===== src/rtl/exc_trap_pkg.sv =====
// Shared constants for the exception prioritizer.
// Assumes the flag bus is ordered by priority rank, with bit 0 highest.
package exc_trap_pkg;

    localparam int NUM_EXC = 10;
    localparam int IDX_W   = $clog2(NUM_EXC);
    localparam int CAUSE_W = 6;

    // Flag positions (bit index is the priority rank)
    localparam int unsigned FL_FETCH_PF  = 0;
    localparam int unsigned FL_FETCH_AF  = 1;
    localparam int unsigned FL_ILLEGAL   = 2;
    localparam int unsigned FL_FETCH_MIS = 3;
    localparam int unsigned FL_ENV_CALL  = 4;
    localparam int unsigned FL_BRK_INSN  = 5;
    localparam int unsigned FL_DATA_BKPT = 6;
    localparam int unsigned FL_DATA_MIS  = 7;
    localparam int unsigned FL_DATA_PF   = 8;
    localparam int unsigned FL_DATA_AF   = 9;

    // Architectural cause codes
    localparam logic [CAUSE_W-1:0] C_FETCH_MIS = 6'd0;
    localparam logic [CAUSE_W-1:0] C_FETCH_AF  = 6'd1;
    localparam logic [CAUSE_W-1:0] C_ILLEGAL   = 6'd2;
    localparam logic [CAUSE_W-1:0] C_BREAK     = 6'd3;
    localparam logic [CAUSE_W-1:0] C_LD_MIS    = 6'd4;
    localparam logic [CAUSE_W-1:0] C_LD_AF     = 6'd5;
    localparam logic [CAUSE_W-1:0] C_ST_MIS    = 6'd6;
    localparam logic [CAUSE_W-1:0] C_ST_AF     = 6'd7;
    localparam logic [CAUSE_W-1:0] C_ECALL_U   = 6'd8;
    localparam logic [CAUSE_W-1:0] C_ECALL_S   = 6'd9;
    localparam logic [CAUSE_W-1:0] C_ECALL_M   = 6'd11;
    localparam logic [CAUSE_W-1:0] C_FETCH_PF  = 6'd12;
    localparam logic [CAUSE_W-1:0] C_LD_PF     = 6'd13;
    localparam logic [CAUSE_W-1:0] C_ST_PF     = 6'd15;

    // Where the trap value comes from
    typedef enum logic [1:0] {
        TV_ZERO  = 2'd0,
        TV_FETCH = 2'd1,
        TV_DATA  = 2'd2
    } tval_src_e;

endpackage


===== src/rtl/exc_prio_sel.sv =====
// Fixed-priority picker: finds the lowest set flag index.
// Assumes flag index equals priority rank (0 = highest).
module exc_prio_sel
    import exc_trap_pkg::*;
(
    input  logic [NUM_EXC-1:0] flags_i,
    output logic               any_o,
    output logic [IDX_W-1:0]   idx_o
);

    // Scan from the lowest-ranked bit so the highest-ranked set bit is written last
    always_comb begin
        idx_o = '0;
        for (int i = NUM_EXC - 1; i >= 0; i--) begin
            if (flags_i[i]) idx_o = i[IDX_W-1:0];
        end
    end

    // Any flag raised at all
    assign any_o = |flags_i;

endmodule


===== src/rtl/exc_cause_enc.sv =====
// Maps the winning flag index to a cause code and a trap value source.
// Assumes privilege encoding 00 user, 01 supervisor, 10/11 machine.
module exc_cause_enc
    import exc_trap_pkg::*;
(
    input  logic [IDX_W-1:0]   idx_i,
    input  logic [1:0]         priv_i,
    input  logic               is_store_i,
    output logic [CAUSE_W-1:0] cause_o,
    output tval_src_e          src_o
);

    // Cause code per winner, split by access kind and privilege
    always_comb begin
        cause_o = C_FETCH_MIS;
        src_o   = TV_ZERO;
        case (32'(idx_i))
            FL_FETCH_PF:  begin cause_o = C_FETCH_PF;  src_o = TV_FETCH; end
            FL_FETCH_AF:  begin cause_o = C_FETCH_AF;  src_o = TV_FETCH; end
            FL_ILLEGAL:   begin cause_o = C_ILLEGAL;   src_o = TV_ZERO;  end
            FL_FETCH_MIS: begin cause_o = C_FETCH_MIS; src_o = TV_FETCH; end
            FL_ENV_CALL: begin
                src_o = TV_ZERO;
                case (priv_i)
                    2'b00:   cause_o = C_ECALL_U;
                    2'b01:   cause_o = C_ECALL_S;
                    default: cause_o = C_ECALL_M;
                endcase
            end
            FL_BRK_INSN:  begin cause_o = C_BREAK; src_o = TV_ZERO; end
            FL_DATA_BKPT: begin cause_o = C_BREAK; src_o = TV_DATA; end
            FL_DATA_MIS: begin
                cause_o = is_store_i ? C_ST_MIS : C_LD_MIS;
                src_o   = TV_DATA;
            end
            FL_DATA_PF: begin
                cause_o = is_store_i ? C_ST_PF : C_LD_PF;
                src_o   = TV_DATA;
            end
            FL_DATA_AF: begin
                cause_o = is_store_i ? C_ST_AF : C_LD_AF;
                src_o   = TV_DATA;
            end
            default: begin cause_o = C_FETCH_MIS; src_o = TV_ZERO; end
        endcase
    end

endmodule


===== src/rtl/trap_capture_regs.sv =====
// Holds cause, trap value, faulting PC and privilege after a trap.
// Assumes take_i is a single-cycle strobe; registers hold otherwise.
module trap_capture_regs #(
    parameter int XLEN    = 32,
    parameter int CAUSE_W = 6
) (
    input  logic               clk,
    input  logic               rst_n,
    input  logic               take_i,
    input  logic [CAUSE_W-1:0] cause_i,
    input  logic [XLEN-1:0]    tval_i,
    input  logic [XLEN-1:0]    epc_i,
    input  logic [1:0]         priv_i,
    output logic [XLEN-1:0]    cause_q_o,
    output logic [XLEN-1:0]    tval_q_o,
    output logic [XLEN-1:0]    epc_q_o,
    output logic [1:0]         priv_q_o
);

    // Capture the trap record on a taken trap, clear on reset
    always_ff @(posedge clk) begin
        if (!rst_n) begin
            cause_q_o <= '0;
            tval_q_o  <= '0;
            epc_q_o   <= '0;
            priv_q_o  <= '0;
        end else if (take_i) begin
            cause_q_o <= XLEN'(cause_i);
            tval_q_o  <= tval_i;
            epc_q_o   <= epc_i;
            priv_q_o  <= priv_i;
        end
    end

endmodule


===== src/rtl/exc_trap_unit.sv =====
// Top of the synchronous exception prioritizer and trap capture.
// Resolves one exception per cycle at commit, squashes younger work,
// redirects fetch to the Direct-mode vector base and records the trap.
module exc_trap_unit
    import exc_trap_pkg::*;
#(
    parameter int XLEN = 32
) (
    input  logic               clk,
    input  logic               rst_n,
    input  logic               commit_valid_i,
    input  logic [XLEN-1:0]    commit_pc_i,
    input  logic [1:0]         cur_priv_i,
    input  logic [NUM_EXC-1:0] exc_flags_i,
    input  logic               mem_is_store_i,
    input  logic [XLEN-1:0]    fetch_vaddr_i,
    input  logic [XLEN-1:0]    mem_vaddr_i,
    input  logic [XLEN-1:0]    tvec_base_i,
    output logic               trap_taken_o,
    output logic               squash_o,
    output logic [XLEN-1:0]    redirect_pc_o,
    output logic [XLEN-1:0]    cause_q_o,
    output logic [XLEN-1:0]    tval_q_o,
    output logic [XLEN-1:0]    epc_q_o,
    output logic [1:0]         trap_priv_q_o
);

    logic               any_exc;
    logic [IDX_W-1:0]   win_idx;
    logic [CAUSE_W-1:0] win_cause;
    tval_src_e          win_src;
    logic [XLEN-1:0]    win_tval;

    exc_prio_sel u_sel (
        .flags_i (exc_flags_i),
        .any_o   (any_exc),
        .idx_o   (win_idx)
    );

    exc_cause_enc u_enc (
        .idx_i      (win_idx),
        .priv_i     (cur_priv_i),
        .is_store_i (mem_is_store_i),
        .cause_o    (win_cause),
        .src_o      (win_src)
    );

    // Pick the trap value from the source the winning cause names
    always_comb begin
        case (win_src)
            TV_FETCH: win_tval = fetch_vaddr_i;
            TV_DATA:  win_tval = mem_vaddr_i;
            default:  win_tval = '0;
        endcase
    end

    // Trap strobe, flush and Direct-mode redirect in the same cycle
    assign trap_taken_o  = commit_valid_i & any_exc;
    assign squash_o      = trap_taken_o;
    assign redirect_pc_o = {tvec_base_i[XLEN-1:2], 2'b00};

    trap_capture_regs #(
        .XLEN    (XLEN),
        .CAUSE_W (CAUSE_W)
    ) u_regs (
        .clk       (clk),
        .rst_n     (rst_n),
        .take_i    (trap_taken_o),
        .cause_i   (win_cause),
        .tval_i    (win_tval),
        .epc_i     (commit_pc_i),
        .priv_i    (cur_priv_i),
        .cause_q_o (cause_q_o),
        .tval_q_o  (tval_q_o),
        .epc_q_o   (epc_q_o),
        .priv_q_o  (trap_priv_q_o)
    );

endmodule


===== config.mk =====
export PLATFORM = sky130hd
export DESIGN_NAME = exc_trap_unit
export DESIGN_NICKNAME = d
export VERILOG_FILES = /design/src/rtl/exc_trap_pkg.sv /design/src/rtl/exc_prio_sel.sv /design/src/rtl/exc_cause_enc.sv /design/src/rtl/trap_capture_regs.sv /design/src/rtl/exc_trap_unit.sv
export SDC_FILE = /design/constraint.sdc
export NUM_CORES = 1
export LEC_CHECK = 0
export BUFFER_PORTS_ARGS = -buffer_cell sky130_fd_sc_hd__buf_2
export CORE_AREA = 2 2 107 109
export DETAILED_ROUTE_END_ITERATION = 8
export DIE_AREA = 0 0 109 111
export GPL_ROUTABILITY_DRIVEN = 0
export PLACE_DENSITY_LB_ADDON = 0.2
export SLEW_MARGIN = 20
export SYNTH_ARGS = -nofsm -noshare
export SYNTH_HDL_FRONTEND = slang
export SYNTH_SLANG_ARGS = --single-unit

===== constraint.sdc =====
create_clock -name clk -period 5.4 [get_ports clk]
set_input_delay 0 -clock clk [delete_from_list [all_inputs] [get_ports clk]]
set_output_delay 0 -clock clk [all_outputs]
set_load 0.02 [all_outputs]

Word level (Yosys, flattened, before mapping)

Cells that the tools add are included.
Widths: inputs -> output; s select.

Register bits after elaboration: 72
Word-level logic and storage cells: 40
Output and inout port bits: 132

Muxes and demuxes: 17
Reductions and logical operators: 6
Bitwise operators: 1
Equality and inequality tests: 12

Operators with widths:

| operator           | count |
|---|---|
| $pmux 32 s2        | 1 |
| $pmux 6 s8         | 1 |
| $mux 4             | 10 |
| $eq 4x3->1 const B | 4 |
| $reduce_or 10->1   | 1 |
| $eq 4x2->1 const B | 2 |
| $eq 4x4->1 const B | 2 |
| $pmux 2 s2         | 2 |
| $mux 2             | 3 |
| $eq 2x1->1 const B | 2 |
| $eq 4x1->1 const B | 1 |
| $logic_not 4->1    | 1 |
| $reduce_or 4->1    | 1 |
| $reduce_or 3->1    | 1 |
| $eq 2x2->1 const B | 1 |
| $logic_not 2->1    | 1 |
| $reduce_or 2->1    | 1 |
| $and 1x1->1        | 1 |

Depth between registers and ports, before layout

Gate-level depths: netlist (run 1).

Depth after elaboration: 15
Gate-level depth with buffers: 10
Gate-level depth less buffers: 9

Hierarchy

Synthesis (run 1) repeated with hierarchy kept, for this count alone.

Cell total of the unflattened synthesis: 413
Area total of the unflattened synthesis: 3,973.8 um^2

By module, submodules not included:

| module            | cells an instance | times used | seq. area each (um^2) | area each (um^2) |
|---|---|---|---|---|
| trap_capture_regs | 259               | 1          | 1,441.4               | 2,959.1 |
| exc_trap_unit     | 112               | 1          | 0.0                   | 747.0 |
| exc_cause_enc     | 24                | 1          | 0.0                   | 166.4 |
| exc_prio_sel      | 18                | 1          | 0.0                   | 101.3 |

Worst setup path after synthesis (run 1)

Ideal clock, no wire load.

Kind: in2reg
From: in exc_flags_i[1]
To: reg u_regs.tval_q_o[25]
Setup time: 0.076 ns
Buffers on the path: 1
Arrival: 1.631 ns
Slack: 3.694 ns
Stages on the path: 8
Data required time: 5.324 ns
Path through: nor2_1 -> nand2_1 -> nor4_1 -> ha_1 -> clkbuf_1 -> a22oi_1 -> or3_1 -> a21boi_0

Longest elaborated chain between the ends: 7

Ends and longest elaborated chain:

| item                                                                       | line                    | RTL |
|---|---|---|
| start: declaration                                                         | exc_trap_unit.sv:14     | `input logic [NUM_EXC-1:0] exc_flags_i,` |
| $mux 4 (2 in a row)                                                        | exc_prio_sel.sv:15      | `if (flags_i[i]) idx_o = i[IDX_W-1:0];` |
| $eq 4x3->1, or another cell as far along                                   | exc_cause_enc.sv:17     | `case (32'(idx_i))` |
| $reduce_or 4->1 (no source line) / $reduce_or 3->1 (equally long branches) | n/a                     |  |
| $pmux 2 s2                                                                 | exc_cause_enc.sv:17     |  |
| $eq 2x2->1 / $eq 2x1->1 (equally long branches)                            | exc_trap_unit.sv:50     | `case (win_src)` |
| $pmux 32 s2                                                                | exc_trap_unit.sv:50     |  |
| end signal: assignment                                                     | trap_capture_regs.sv:29 | `tval_q_o <= tval_i;` |
| end: declaration                                                           | trap_capture_regs.sv:15 | `output logic [XLEN-1:0] tval_q_o,` |

Parallel ways exist; a longest one is shown, timed or not.
A chain may end at the register's enable or synchronous reset.

Final worst setup path (run 1)

From: in exc_flags_i[0]
To: reg u_regs.tval_q_o[0]

Longest elaborated chain between the ends: 6

Ends and longest elaborated chain:

| item                                                                       | line |
|---|---|
| $mux 4                                                                     | exc_prio_sel.sv:15 |
| $eq 4x3->1, or another cell as far along                                   | exc_cause_enc.sv:17 |
| $reduce_or 4->1 (no source line) / $reduce_or 3->1 (equally long branches) | n/a |
| $pmux 2 s2                                                                 | exc_cause_enc.sv:17 |
| $eq 2x2->1 / $eq 2x1->1 (equally long branches)                            | exc_trap_unit.sv:50 |
| $pmux 32 s2                                                                | exc_trap_unit.sv:50 |

Parallel ways exist; a longest one is shown, timed or not.

==> flow_summary.toml, run 1 <==
[cts]
htreeDepth = 3
clockRootBuffer = "clkbuf_16"
clkSinkCount = 70
numCtsBuffers = 9
cts.clk_slew.worst_paths_ns = 0.05
clock_path_buffers = 2
insertion_delay_ns = 0.33
cts_tree = "yes"

[synth]
seq_area_frac_synth_pct = 38.0
yosysTopAreaCellShare_pct = 38.0
synth.distinct_cells = 38
avgSynthCellArea_sq_um = 8.38
synth-edff-count = 0
yosys.area.top_type = "dfxtp_1"
synth_commonest_cells = "nand2_1, dfxtp_1, buf_4, a21boi_0"
ys.warnings.count = 0
synthArstFlopShare_pct = 0
yosysMostFrequentCell = "nand2_1"
synth_area_sq_um = 3690
ys_ff_latch = 70
synth_ff_type = "dfxtp_1"
syn-instance-count = 440
synth_area_leaders = "dfxtp_1, buf_4, nand2_1, a21boi_0, a22oi_1"

[worst_setup_path]
crit_fanout = 32
path_class = "input pin to register"
required_ns = 5.66
critical-path-slowest-cell = "ha_2"
worstPathArrival_ns = 2.79
worstRegToRegCells = 2
crit_path_end_kind = "register"
cp-start-kind = "input pin"
worstPathCellList = "dlygate4sd3_1 -> buf_2 -> nor2_1 -> nand2_1 -> nor4_1 -> ha_2 -> a22oi_1 -> or3_1 -> a21boi_1"
cp_slowest_stage_delay_ns = 0.67

[grt]
grt_usage_pct = 16.3
grt_antenna_before_repair = 1
grt_pass1_vias = 3411
grt_pass1_wl_microns = 15700
grt_max_degree = 72
gr-total-overflow = 0

[final_layout]
fillCellCount = 1108
multiInputGateArea_sq_um = 1760
synthToLayoutAreaGrowth_pct = 34.7
final_area_sq_um = 4970
drive_gt1_share_pct = 35.3
fin_nets = 755
seqCellArea_sq_um = 1400

[routing]
wl_per_cell_microns = 13.1
drtPass1Iterations = 4
ant_nets = 0
highest_layer = "met4"
wl_met3_microns = 656
via_per_inst = 4.64
wl_met1_microns = 4030
met2_length_microns = 4840
drt_wl_total_microns = 9940
dr_total_vias = 3520
post-route-drc-count = 0
drtIter0Drc = 150

[floorplan]
core.rowCount = 39
dieHeight_microns = 111
num_io_pins = 276
die-area_sq_um = 12100
die-width_microns = 109
core_sq_um = 11100
start_util_pct = 33.3

[timing]
finalHoldViolCount = 0
fin_crit_sh_pct = 46.9
relSlewSlack_pct = 46.2
fin_skew_ns = 0
layout_min_cycle_time_ns = 2.53
worst_slew_pin_slew_ns = 0.803
setup_viol = 0
finalMaxSlewViolations = 0
clock.fmax_mhz = 395
finalSetupTns_ns = 0
worst_slack_ns = 2.87
rsz0062_at_grt = "no"

[flow_run]
max-cap-violations = 0

[power]
p_per_area_nw_per_um2 = 290
ir_worst_vdd_uv = 196
leakagePower_nw = 2.35

[place]
dpl.hpwl_microns = 6830
placed_area_sq_um = 4280
portBuffers = 183
pre_cts_ws_ns = 2.71

[min_path]
holdPathStages = 0
hp-class = "input pin to primary output"

[outcome]
status = "completed"
placed cells by master, fill, tap and decap left out, types with 2 or more instances in the layout:
master / instances
nand3_1: 2
clkinvlp_4: 2
nor4_1: 2
clkbuf_16: 9
a21boi_0: 36
nand2b_1: 2
bufinv_16: 2
dlygate4sd3_1: 35
buf_4: 2
nor2_1: 9
a21boi_1: 20
conb_1: 30
clkinv_2: 2
nor3_1: 2
buf_2: 183
dfxtp_1: 70
inv_1: 3
nand2_1: 105
ha_2: 2
or3_1: 32
a21boi_2: 10
a22oi_1: 32
o21ai_0: 4
state kept, by name, indices dropped and copies added (netlist names):
name	count
u_regs.cause_q_o	4
u_regs.epc_q_o	32
u_regs.priv_q_o	2
u_regs.tval_q_o	32
through the flow:
| step | total power, mW | std cells | util, % | hold slack [ns] |
|---|---|---|---|---|
| 2_1_floorplan | 0.758 | 469 | - | 0.104 |
| 3_3_place_gp | 0.793 | 706 | 38.7 | 0.000137 |
| 3_5_place_dp | 0.798 | 706 | 38.7 | 0.000137 |
| 4_1_cts | 1.46 | 757 | 44.8 | 0.000137 |
| 5_1_grt | 1.51 | 758 | 44.8 | 0.0000292 |
| 6_report | 1.44 | 758 | 44.8 | 0.00000688 |
metal layers:
layer	vias up	track usage [%]
met1	1596	17.7
met2	141	27.9
met4	0	9.49
li1	1745	-
met5	-	0
met3	38	4.23
worst max-delay path: cells and delay by family:
kind,cells,cell delay [ns]
adder cells (fa/ha/maj),1,0.67
AO/OA/AOI/OAI,2,0.33
AND/OR/NAND/NOR,4,1.08
buffers and inverters,2,0.68
cell type report:
type                       instances  area share (%)
antenna                            1          0.0504
clock buffer                      10            4.81
clock inverter                     6            1.71
inverter                           4           0.302
multi-input combinational        304            35.5
sequential                        70            28.2
tap                              143            3.60
timing repair buffer             220            25.8
path summary, 6_finish.rpt:
check                                         start                   to  slack [ns]
worst min-delay path                 tvec_base_i[3]     redirect_pc_o[3]    0.000007
worst max-delay path                 exc_flags_i[0]   u_regs.tval_q_o[0]        2.87
worst min register to register   u_regs.tval_q_o[5]   u_regs.tval_q_o[5]        0.45
worst max register to register  u_regs.cause_q_o[3]  u_regs.cause_q_o[3]        4.71
power breakdown:
part / switching (mW) / internal (mW)
clock: 0.221 / 0.415
combinational: 0.143 / 0.104
sequential: 0.0129 / 0.545
total: 0.377 / 1.06
timing repair:
| item | CTS | global route |
|---|---|---|
| hold endpoints to repair | 35 | 0 |
| resized for setup | 0 | 0 |
| buffers inserted | 0 | 0 |
| hold buffers | 35 | 0 |
logic make-up (layout without fill, tap and decap cells):
logic type,count (synthesis),in the layout,synth area share (%)
buffers and inverters,95,240,17.5
DFF,70,70,38.0
and+or+nand+nor,157,157,19.3
AOI/OAI and AO/OA,115,115,24.5
other,1,31,0.102
adders and majority gates,2,2,0.679
No activity file was read; power rests on OpenSTA's default activity.
==> inputs of run 2 (changes only) <==
Settings changed: ABC_AREA set to 1, CORE_AREA 2 2 107 109 to 2 2 106 108, DIE_AREA 0 0 109 111 to 0 0 108 110.
Clock period 5.4 ns to 2.46 ns, I/O delays scaled along.
==> run 2 against run 1 <==
Die area is 1.8% lower. Count of clock-buffer cells in the layout is 1 lower. Sequential power increased by 130%. Critical path depth decreased by 1. Wire length grew 4.1%. Core utilization is 2.4 points higher. Critical path type is now input pin to primary output. Combinational power increased to 2.7 times the previous value. Critical endpoint is now squash_o. Synthesized cell count up 23%. Total power rose by 110%. Final area up 1.7%. Sequential share of layout area decreased by 0.47 points. Global-route usage is 0.47 points higher.
==> flow_summary.toml, run 2 <==
[min_path]
hold_start = "tvec_base_i[8]"
hp-class = "input pin to primary output"
holdPathStages = 0
holdPathEnd = "redirect_pc_o[8]"

[routing]
ant_nets = 0
highest_layer = "met4"
wl_per_cell_microns = 12.1
drtPass1Iterations = 4
wl_met1_microns = 4310
post-route-drc-count = 0
drt_wl_total_microns = 10300
wl_met3_microns = 549
via_per_inst = 4.45
dr_total_vias = 3812
drtIter0Drc = 158
met2_length_microns = 5210

[final_layout]
post-route-util_pct = 47.2
final_area_sq_um = 5050
reg.largest.list = "u_regs.epc_q_o x32, u_regs.tval_q_o x32, u_regs.cause_q_o x4"
final_cell_mix = "buf_2, nand2_1, nor2_1"
diodes = 0
synthToLayoutAreaGrowth_pct = 28.5
drive_gt1_share_pct = 41.1
mostFrequentLayoutCell = "buf_2"
fin_nets = 858

[synth]
yosysMostFrequentCell = "nand2_1"
ys.warnings.count = 0
ys_ff_latch = 70
seq_area_frac_synth_pct = 35.7
avgSynthCellArea_sq_um = 7.26
yosysTopAreaCellShare_pct = 35.7
synth_area_leaders = "dfxtp_1, buf_4, nor2_2, nand2_1, nor2_1"
syn-instance-count = 541
synth_ff_type = "dfxtp_1"
synth-edff-count = 0
yosys.area.top_type = "dfxtp_1"
synthArstFlopShare_pct = 0
synth.distinct_cells = 29
synth_area_sq_um = 3930
synth_commonest_cells = "nand2_1, nor2_1, nor2_2, dfxtp_1, buf_4"

[cts]
clock_path_buffers = 2
cts_setup_buffers = 0
cts_tree = "yes"
clockRootBuffer = "clkbuf_8"
cts_resized = 0
clkSinkCount = 70
numCtsBuffers = 9
cts_hold_buf = 34
insertion_delay_ns = 0.33
htreeDepth = 3

[timing]
finalHoldViolCount = 0
finalSetupTns_ns = 0
rsz0062_at_grt = "no"
relSlewSlack_pct = 44.9
worst_slew_pin_slew_ns = 0.827
clock.fmax_mhz = 618
layout_min_cycle_time_ns = 1.62
fin_skew_ns = 0
setup_viol = 0
finalMaxSlewViolations = 0
fin_crit_sh_pct = 65.7

[place]
placed_area_sq_um = 4470
dpl.hpwl_microns = 7250
portBuffers = 183

[power]
net-switching-power_mw = 0.885
leakagePower_nw = 2.53
pwr-share-comb_pct = 22.3
clockPowerShare_pct = 36.0
power.total_mw = 3.03
p_int_mw = 2.15
p_per_area_nw_per_um2 = 600
switching_share_pct = 29.2
ir_worst_vdd_uv = 268
seqPwrFrac_pct = 41.7

[grt]
grt_pass1_wl_microns = 16000
grt_pass1_vias = 3557
grt_max_degree = 73
grt_usage_pct = 16.8
grt_antenna_before_repair = 0
gr-total-overflow = 0

[worst_setup_path]
r2r_slack_ns = 1.83
crit_fanout = 72
reg2reg_to = "u_regs.cause_q_o[3]"
cp-start-kind = "input pin"
worstPathArrival_ns = 1.62
worstRegToRegCells = 2
crit_path_end_kind = "primary output"
path_class = "input pin to primary output"
timing.rr.start = "u_regs.cause_q_o[3]"
required_ns = 2.46

[floorplan]
start_util_pct = 36.7
dieHeight_microns = 110
core_sq_um = 10700
die-area_sq_um = 11900
num_io_pins = 276
die-width_microns = 108
core.rowCount = 38

[flow_run]
max-cap-violations = 0

[outcome]
status = "completed"
[run 2: cell types whose count changed after synthesis, moves of 9 or more]
cell	previous run	this run
nor2_2	0	71
nor2_1	9	76
o21ai_0	4	43
a21boi_0	36	0
a21oi_1	1	35
a22oi_1	32	0
or3_1	32	0
o21ai_1	0	24
a21boi_1	20	0
nand2_1	105	85
inv_1	3	17
a21boi_2	10	0
buf_6	3	12
[run 2: how the worst max path moves through the flow]
stage	startpoint	endpoint	slack, ns	depth (start not counted)
floorplan	exc_flags_i[8]	u_regs.tval_q_o[10]	0.81	18
global placement	exc_flags_i[8]	u_regs.tval_q_o[11]	0.58	21
detailed placement	exc_flags_i[8]	u_regs.tval_q_o[11]	0.52	19
CTS	exc_flags_i[4]	squash_o	0.84	8
global route	exc_flags_i[8]	u_regs.tval_q_o[31]	0.59	20
finish	exc_flags_i[4]	squash_o	0.84	8
[run 2: logic make-up (layout without fill, tap and decap cells)]
group,after synthesis,in the layout,share of synthesized area (%)
other cells,1,30,0.0954
flops,70,70,35.7
buf+inv,114,260,20.0
fa+ha+maj,2,2,0.637
compound gates,106,106,13.9
simple gates,248,248,29.8
[run 2: routing by layer]
metal,track usage [%],vias up
met4,8.06,0
li1,-,1947
met2,30.2,120
met1,19.3,1720
met3,2.88,25
met5,0,-
[run 2: power by group through the flow]
stage / sequential [mW] / clock [mW] / combinational [mW]
final: 1.26 / 1.09 / 0.677
after global routing: 1.27 / 1.17 / 0.748
after CTS: 1.26 / 1.12 / 0.682
after detailed placement: 1.29 / 0 / 0.637
after global placement: 1.29 / 0 / 0.630
after floorplan: 1.39 / 0 / 0.435
[run 2: cell type report]
class | count | area [sq um]
Clock buffer | 9 | 124
Clock inverter | 6 | 111
Fill cell | 1128 | 5650
Inverter | 23 | 92.6
Timing Repair Buffer | 222 | 1290
Sequential cell | 70 | 1400
Multi-Input combinational cell | 386 | 1850
Tap cell | 140 | 175
[run 2: critical path, stage by stage]
cell and delay (ns):
buf_2 0.09, nor2_2 0.04, inv_2 0.07, nor2_4 0.05
nand4_2 0.08, nand2_4 0.23, inv_6 0.65, buf_2 0.30
[run 2: stage by stage]
step / hold WS, ns / setup WS (ns) / cells
after global routing: 0.0000292 / 0.592 / 856
after global placement: 0.000137 / 0.576 / 807
after CTS: 0.000137 / 0.843 / 856
final: 0.00000649 / 0.843 / 856
after floorplan: 0.113 / 0.812 / 570
after detailed placement: 0.000137 / 0.519 / 807
